[src/rtl/blob_pkg.sv]
package blob_pkg;

   localparam logic [15:0] IDENT_KEY = 16'h0000;
   localparam logic [15:0] REVN_KEY  = 16'h0001;

   // Length of the blob behind a key; unknown keys are empty.
   function automatic int unsigned blob_len(input logic [15:0] key,
                                            input int unsigned first_key,
                                            input int unsigned num_gen,
                                            input int unsigned len_base,
                                            input int unsigned len_step);
      int unsigned k;
      k = {16'b0, key};
      if (key == IDENT_KEY || key == REVN_KEY) return 4;
      if (k >= first_key && k < first_key + num_gen)
         return len_base + (k - first_key) * len_step;
      return 0;
   endfunction

   // Byte of a blob at a given offset; zero beyond the end.
   function automatic logic [7:0] blob_byte(input logic [15:0] key,
                                            input int unsigned off,
                                            input logic [31:0] sig,
                                            input logic [31:0] rev,
                                            input int unsigned first_key,
                                            input int unsigned num_gen,
                                            input int unsigned len_base,
                                            input int unsigned len_step,
                                            input logic [7:0] seed);
      int unsigned len;
      int unsigned idx;
      logic [7:0]  b;
      b   = 8'h00;
      len = blob_len(key, first_key, num_gen, len_base, len_step);
      if (off < len) begin
         if (key == IDENT_KEY)      b = sig[8*(3-off) +: 8];
         else if (key == REVN_KEY)  b = rev[8*off +: 8];
         else begin
            idx = {16'b0, key} - first_key;
            b   = seed + 8'(idx * 32) + 8'(off * 3);
         end
      end
      return b;
   endfunction

endpackage

[src/rtl/blob_key_unpack.sv]
module blob_key_unpack #(
   parameter bit BIG_ENDIAN = 1'b1
) (
   input  logic [15:0] raw,
   output logic [15:0] key
);
   generate
      if (BIG_ENDIAN) begin : g_be
         assign key = {raw[7:0], raw[15:8]};
      end else begin : g_le
         assign key = raw;
      end
   endgenerate
endmodule

[src/rtl/blob_rom.sv]
module blob_rom
   import blob_pkg::*;
#(
   parameter logic [31:0] SIG_WORD  = 32'h424C_4F42,
   parameter logic [31:0] REV_WORD  = 32'h0000_0003,
   parameter int unsigned FIRST_KEY = 32,
   parameter int unsigned NUM_GEN   = 4,
   parameter int unsigned LEN_BASE  = 3,
   parameter int unsigned LEN_STEP  = 5,
   parameter logic [7:0]  SEED      = 8'h40,
   parameter int unsigned OFF_W     = 9
) (
   input  logic [15:0]      key,
   input  logic [OFF_W-1:0] off,
   output logic [7:0]       byte_o
);
   always_comb begin
      byte_o = blob_byte(key, {{(32-OFF_W){1'b0}}, off}, SIG_WORD, REV_WORD,
                         FIRST_KEY, NUM_GEN, LEN_BASE, LEN_STEP, SEED);
   end
endmodule

[src/rtl/blob_read_port.sv]
module blob_read_port
   import blob_pkg::*;
#(
   parameter bit          MMIO_MODE = 1'b1,
   parameter int unsigned ADDR_W    = 4,
   parameter logic [31:0] SIG_WORD  = 32'h424C_4F42,
   parameter logic [31:0] REV_WORD  = 32'h0000_0003,
   parameter int unsigned FIRST_KEY = 32,
   parameter int unsigned NUM_GEN   = 4,
   parameter int unsigned LEN_BASE  = 3,
   parameter int unsigned LEN_STEP  = 5,
   parameter logic [7:0]  SEED      = 8'h40
) (
   input  logic                              clk,
   input  logic                              rst_n,
   input  logic [ADDR_W-1:0]                 bus_addr,
   input  logic                              bus_wr,
   input  logic                              bus_rd,
   input  logic [1:0]                        bus_size,
   input  logic [15:0]                       bus_wdata,
   output logic [(MMIO_MODE ? 64 : 8)-1:0]   bus_rdata,
   output logic                              bus_rvalid
);
   localparam int unsigned NBYTES    = MMIO_MODE ? 8 : 1;
   localparam int unsigned CTRL_ADDR = MMIO_MODE ? 8 : 0;
   localparam int unsigned DATA_ADDR = MMIO_MODE ? 0 : 1;
   localparam int unsigned GEN_MAX   = LEN_BASE + (NUM_GEN - 1) * LEN_STEP;
   localparam int unsigned MAX_LEN   = (GEN_MAX > 4) ? GEN_MAX : 4;
   localparam int unsigned OFF_W     = $clog2(MAX_LEN + 1);
   localparam int unsigned LOFF_W    = OFF_W + 4;

   generate
      if (ADDR_W < 4)
         $error("blob_read_port: ADDR_W must reach address 8");
      if (NUM_GEN < 1)
         $error("blob_read_port: NUM_GEN must be at least 1");
      if (FIRST_KEY < 2 || FIRST_KEY + NUM_GEN > 65536)
         $error("blob_read_port: generated keys must lie in 2..65535");
   endgenerate

   logic [15:0]      sel_key;
   logic [OFF_W-1:0] offset;
   logic [OFF_W-1:0] cur_len;
   logic [15:0]      wr_key;
   logic             ctrl_hit;
   logic             data_hit;
   logic [3:0]       req_bytes;
   logic [3:0]       acc_bytes;
   logic [LOFF_W-1:0] sum_off;
   logic [OFF_W-1:0] nxt_off;
   logic [7:0]       lane_byte [NBYTES];

   assign ctrl_hit = bus_wr && (bus_addr == ADDR_W'(CTRL_ADDR));
   assign data_hit = bus_rd && (bus_addr == ADDR_W'(DATA_ADDR));

   blob_key_unpack #(.BIG_ENDIAN(MMIO_MODE)) u_unpack (
      .raw (bus_wdata),
      .key (wr_key)
   );

   always_comb begin
      cur_len = OFF_W'(blob_len(sel_key, FIRST_KEY, NUM_GEN, LEN_BASE, LEN_STEP));
   end

   // Access width, clamped to the data register width of the mode.
   always_comb begin
      req_bytes = 4'd1 << bus_size;
      acc_bytes = (req_bytes > 4'(NBYTES)) ? 4'(NBYTES) : req_bytes;
      sum_off   = {4'b0, offset} + LOFF_W'(acc_bytes);
      nxt_off   = (sum_off > {4'b0, cur_len}) ? cur_len : sum_off[OFF_W-1:0];
   end

   genvar gl;
   generate
      for (gl = 0; gl < NBYTES; gl++) begin : g_lane
         logic [LOFF_W-1:0] lane_off;
         assign lane_off = {4'b0, offset} + LOFF_W'(gl);
         blob_rom #(
            .SIG_WORD (SIG_WORD),  .REV_WORD (REV_WORD),
            .FIRST_KEY(FIRST_KEY), .NUM_GEN  (NUM_GEN),
            .LEN_BASE (LEN_BASE),  .LEN_STEP (LEN_STEP),
            .SEED     (SEED),      .OFF_W    (LOFF_W)
         ) u_rom (
            .key    (sel_key),
            .off    (lane_off),
            .byte_o (lane_byte[gl])
         );
      end
   endgenerate

   always_ff @(posedge clk) begin
      if (!rst_n) begin
         sel_key    <= 16'h0000;
         offset     <= '0;
         bus_rdata  <= '0;
         bus_rvalid <= 1'b0;
      end else begin
         bus_rvalid <= data_hit;
         if (ctrl_hit) begin
            sel_key <= wr_key;
            offset  <= '0;
         end else if (data_hit) begin
            offset <= nxt_off;
            for (int i = 0; i < NBYTES; i++) begin
               bus_rdata[8*i +: 8] <= (4'(i) < acc_bytes) ? lane_byte[i] : 8'h00;
            end
         end
      end
   end
endmodule

[config.mk]
export PLATFORM = sky130hd
export DESIGN_NAME = blob_read_port
export DESIGN_NICKNAME = d
export VERILOG_FILES = /design/src/rtl/blob_pkg.sv /design/src/rtl/blob_key_unpack.sv /design/src/rtl/blob_rom.sv /design/src/rtl/blob_read_port.sv
export SDC_FILE = /design/constraint.sdc
export NUM_CORES = 1
export LEC_CHECK = 0
export CAP_MARGIN = 10
export CORE_MARGIN = 5
export CORE_UTILIZATION = 50
export DETAILED_ROUTE_END_ITERATION = 16
export PLACE_DENSITY = 0.67
export SYNTH_ARGS = -nofsm -noshare
export SYNTH_HDL_FRONTEND = slang
export SYNTH_HIERARCHICAL = 1
export SYNTH_SLANG_ARGS = --single-unit
[constraint.sdc]
create_clock -name clk -period 5.8 [get_ports clk]
set_input_delay 1.16 -clock clk [delete_from_list [all_inputs] [get_ports clk]]
set_output_delay 1.16 -clock clk [all_outputs]
set_load 0.01 [all_outputs]
==> results.ini <==
[final_layout]
final_nets = 3679
layout-drive-gt1-share_pct = 7.28
sequential_cell_area_mm2 = 0.00173
antennaDiodeCount = 0
area_of_the_multi_input_gates_mm2 = 0.0209
fillerInstances = 4547
design_area_mm2 = 0.0257
area_delta_synth_final_pct = 7.60

[power]
power_w = 0.00408
power.static_leakage_nw = 11.5
p_per_area_mw_per_mm2 = 159
ir_worst_vdd_uv = 125

[die]
core_mm2 = 0.0475
io_pins = 91
num_rows = 80
dieArea_mm2 = 0.0523
dieWidth_um = 229
start_util_pct = 50.3
die_h_um = 229

[cts]
clockRootBuffer = sky130_fd_sc_hd__clkbuf_16
ctsLongestPathBuffers = 2
cts_hold_buffers_added = 0
cts-resized-gates = 0
postCtsSetupBuffers = 0
tritoncts.num_buffers = 9
htreeDepth = 3
cts_tree = built
clkLatencyLatePin_ns = 0.40
numClockSinks = 86
clk_pin_slew_ns = 0.09

[synth]
netlist-cell-type-count = 114
postSynthAreaPerCell_um2 = 8.11
synthFlopType = sky130_fd_sc_hd__dfxtp_1
synth-async-reset-ratio_pct = 0
mapped_cells = 2949
synth_simple_gate_area_share_pct = 20.3
synth_top_family_by_area = adder cells
postSynthRegisterBits = 86
synth.yosys.warnings = 6
yosys.area_share.adder_pct = 33.1
synth_mux_area_share_pct = 1.13
synth_compound_area_share_pct = 21.9
syn-cell-area_mm2 = 0.0239
yosys.area_share.xor_xnor_pct = 10.3
synth.yosys.seq_area_share_pct = 7.20
edff_count_synth = 0

[sta]
relSlewSlack_pct = 23.2
fmax_ghz = 0.183
finalHoldViolations = 0
fin_crit_sh_pct = 94.3
worstMarginPinSlew_ns = 1.15
skew_ns = 0.0237
tns_ns = 0
rsz0062_at_grt = false
number_of_endpoints_failing_setup_at_the_final_stage = 0
timing.final.ws_setup_ns = 0.330
timing.final.crit_period_ns = 5.47
report.final.slew_viol_count = 0

[routing]
detail_route.wirelength_um = 68300
via_per_inst = 6.06
drt.antenna.violating_nets = 0
starting_drt_drc_count = 1616
drt_pass1_iterations = 5
drt-wirelength-per-cell_um = 18.6
route.detailed.drc = 0
routed-via-count = 22200

[placement]
post_dp_cell_area_mm2 = 0.0254
pre_cts_slack_ns = 0.482
gpl.final_weighted_congestion = 0.925
port-buffer-count = 90
dpl.hpwl_um = 55300

[critical_path]
worstPathMaxFanout = 14
reg2reg_setup_slack_ns = 0.33
end_kind = register
maximum_cell_stage_delay_along_the_critical_path_ns = 0.85
worst_setup_path_startpoint = sel_key[5]$_SDFFE_PN0P_
timing.critical_path.max_delay_family = simple AND/OR/NAND/NOR gates
rr_endpoint = bus_rdata[53]$_SDFFE_PN0P_
crit_end = bus_rdata[53]$_SDFFE_PN0P_
worstPathCellList = buf_4 -> inv_1 -> ha_1 -> inv_1 -> ha_1 -> ha_1 -> ha_1 -> or3_4 -> o22ai_4 -> xnor2_1 -> nand2_1 -> ha_1 -> nand2_1 -> o21ai_0 -> a2111oi_0 -> nor2_1 -> nand4_1 -> nor4_1 -> and4_1 -> nor4_1 -> a22o_1
worstReg2RegStart = sel_key[5]$_SDFFE_PN0P_
wp_data_arrival_ns = 5.80
worst-path-stages = 21
path_buf_inv = 3
r2r.worst_path.cells = 21
worst-setup-path-type = register to register
setup.worst_path.start_class = register
crit_path_top_delay_cell = sky130_fd_sc_hd__a2111oi_0
critical-path-top-cell-by-count = sky130_fd_sc_hd__ha_1
critical_path_required_ns = 6.13

[global_routing]
grt_pass1_vias = 21900
initial_antenna_violation_count = 1
global_route_wire_length_before_repair_um = 112000
grt_ovf = 0
globalRouteTotalUtil_pct = 25.4
grt_max_degree = 37

[hold_path]
timing.hold.worst.class = register to register

[job]
maxCapViolations = 0

[outcome]
status = finished, final reports clean

synth_stat cells, types with 28 or more instances:
master | count | area, um^2
sky130_fd_sc_hd__nand4_1 | 35 | 219
sky130_fd_sc_hd__fa_1 | 41 | 821
sky130_fd_sc_hd__inv_1 | 186 | 698
sky130_fd_sc_hd__a21o_1 | 47 | 353
sky130_fd_sc_hd__nor4_1 | 34 | 213
sky130_fd_sc_hd__xnor2_1 | 181 | 1590
sky130_fd_sc_hd__o31ai_1 | 28 | 210
sky130_fd_sc_hd__dfxtp_1 | 86 | 1720
sky130_fd_sc_hd__buf_4 | 29 | 218
sky130_fd_sc_hd__o21ai_0 | 95 | 475
sky130_fd_sc_hd__ha_1 | 567 | 7090
sky130_fd_sc_hd__nor2_1 | 196 | 736
sky130_fd_sc_hd__nor3_1 | 97 | 485
sky130_fd_sc_hd__nand2_1 | 232 | 871
sky130_fd_sc_hd__o211ai_1 | 32 | 240
sky130_fd_sc_hd__clkbuf_1 | 34 | 128
sky130_fd_sc_hd__xor2_1 | 99 | 867
sky130_fd_sc_hd__nand3_1 | 78 | 390
sky130_fd_sc_hd__a22o_1 | 56 | 490
sky130_fd_sc_hd__a21oi_1 | 226 | 1130
logic make-up (layout without fill, tap and decap cells):
family | Yosys count | after routing
fa+ha+maj | 608 | 608
compound gates | 740 | 740
simple gates | 916 | 916
mux | 27 | 27
xor+xnor | 280 | 280
flops | 86 | 86
buf+inv | 291 | 342
other cells | 1 | 51
area by class of cell:
| cell class | instances | area share, % |
|---|---|---|
| well taps | 615 | 2.99 |
| repair buffers | 140 | 5.06 |
| multi-input cells | 2622 | 81.4 |
| flip-flops and latches | 86 | 6.74 |
| clock inverters | 7 | 0.268 |
| clock buffers | 9 | 0.875 |
| inverters | 186 | 2.71 |
registers in the layout, summed over array words and instances, names as in the netlist:
| register | flops |
|---|---|
| bus_rvalid | 1 |
| offset | 5 |
| sel_key | 16 |
| bus_rdata | 64 |
where the power goes:
part / switching [W] / internal [W] / leakage, nW / total [W]
clock network: 0.000330 / 0.000305 / 0.146 / 0.000635
logic: 0.00169 / 0.00115 / 10.7 / 0.00284
registers: 0.0000133 / 0.000593 / 0.698 / 0.000607
through the flow:
step / utilization (%) / hold WS [ns] / instances
2_1_floorplan: - / 0.480 / 2999
3_3_place_gp: 53.5 / 0.449 / 3649
3_5_place_dp: 53.5 / 0.452 / 3649
4_1_cts: 54.1 / 0.467 / 3665
5_1_grt: 54.1 / 0.484 / 3665
6_report: 54.1 / 0.466 / 3665
metal layers:
layer | share of wire [%] | GRT usage [%] | vias to the layer above
li1 | - | - | 11000
met4 | 2.8 | 7.81 | 0
met5 | 0 | 0 | -
met1 | 45 | 32.3 | 10600
met3 | 3.8 | 2.30 | 102
met2 | 48 | 45.6 | 530
placed cells by master, fill, tap and decap left out, drive strengths merged, types with 18 or more instances in the layout:
cell / n
conb: 51
o31ai: 30
a21oi: 232
buf: 50
o21ai: 107
nand2: 232
nor3: 107
a31oi: 18
nand4: 39
a21o: 53
or3: 30
a211oi: 33
o211ai: 33
clkdlybuf4s50: 90
o21a: 28
a22o: 56
nand2b: 18
and2: 21
xor2: 99
xnor2: 181
o22ai: 22
dfxtp: 86
nor4: 44
inv: 191
nor2b: 25
mux2i: 27
nor2: 198
and3: 27
ha: 567
nand3: 80
fa: 41
nor3b: 19
worst min-delay path by stage:
stage,start,endpoint,slack (ns),cells past startpoint
CTS,bus_rdata[7]$_SDFFE_PN0P_,bus_rdata[7]$_SDFFE_PN0P_,0.47,2
global placement,bus_rdata[0]$_SDFFE_PN0P_,bus_rdata[0]$_SDFFE_PN0P_,0.45,2
global route,bus_rdata[0]$_SDFFE_PN0P_,bus_rdata[0]$_SDFFE_PN0P_,0.48,2
finish,bus_rdata[7]$_SDFFE_PN0P_,bus_rdata[7]$_SDFFE_PN0P_,0.47,2
detailed placement,bus_rdata[7]$_SDFFE_PN0P_,bus_rdata[7]$_SDFFE_PN0P_,0.45,2
floorplan,bus_rdata[0]$_SDFFE_PN0P_,bus_rdata[0]$_SDFFE_PN0P_,0.48,2
worst reg2reg max path, stage by stage, from the launching register on:
cell	delay (ns)
sky130_fd_sc_hd__dfxtp_1	0.40
sky130_fd_sc_hd__buf_4	0.27
sky130_fd_sc_hd__inv_1	0.13
sky130_fd_sc_hd__ha_1	0.30
sky130_fd_sc_hd__inv_1	0.10
sky130_fd_sc_hd__ha_1	0.24
sky130_fd_sc_hd__ha_1	0.31
sky130_fd_sc_hd__ha_1	0.28
sky130_fd_sc_hd__or3_4	0.40
sky130_fd_sc_hd__o22ai_4	0.22
sky130_fd_sc_hd__xnor2_1	0.16
sky130_fd_sc_hd__nand2_1	0.08
sky130_fd_sc_hd__ha_1	0.30
sky130_fd_sc_hd__nand2_1	0.08
sky130_fd_sc_hd__o21ai_0	0.11
sky130_fd_sc_hd__a2111oi_0	0.85
sky130_fd_sc_hd__nor2_1	0.12
sky130_fd_sc_hd__nand4_1	0.18
sky130_fd_sc_hd__nor4_1	0.06
sky130_fd_sc_hd__and4_1	0.34
sky130_fd_sc_hd__nor4_1	0.30
sky130_fd_sc_hd__a22o_1	0.17
Power figures use the tool's default switching activity.
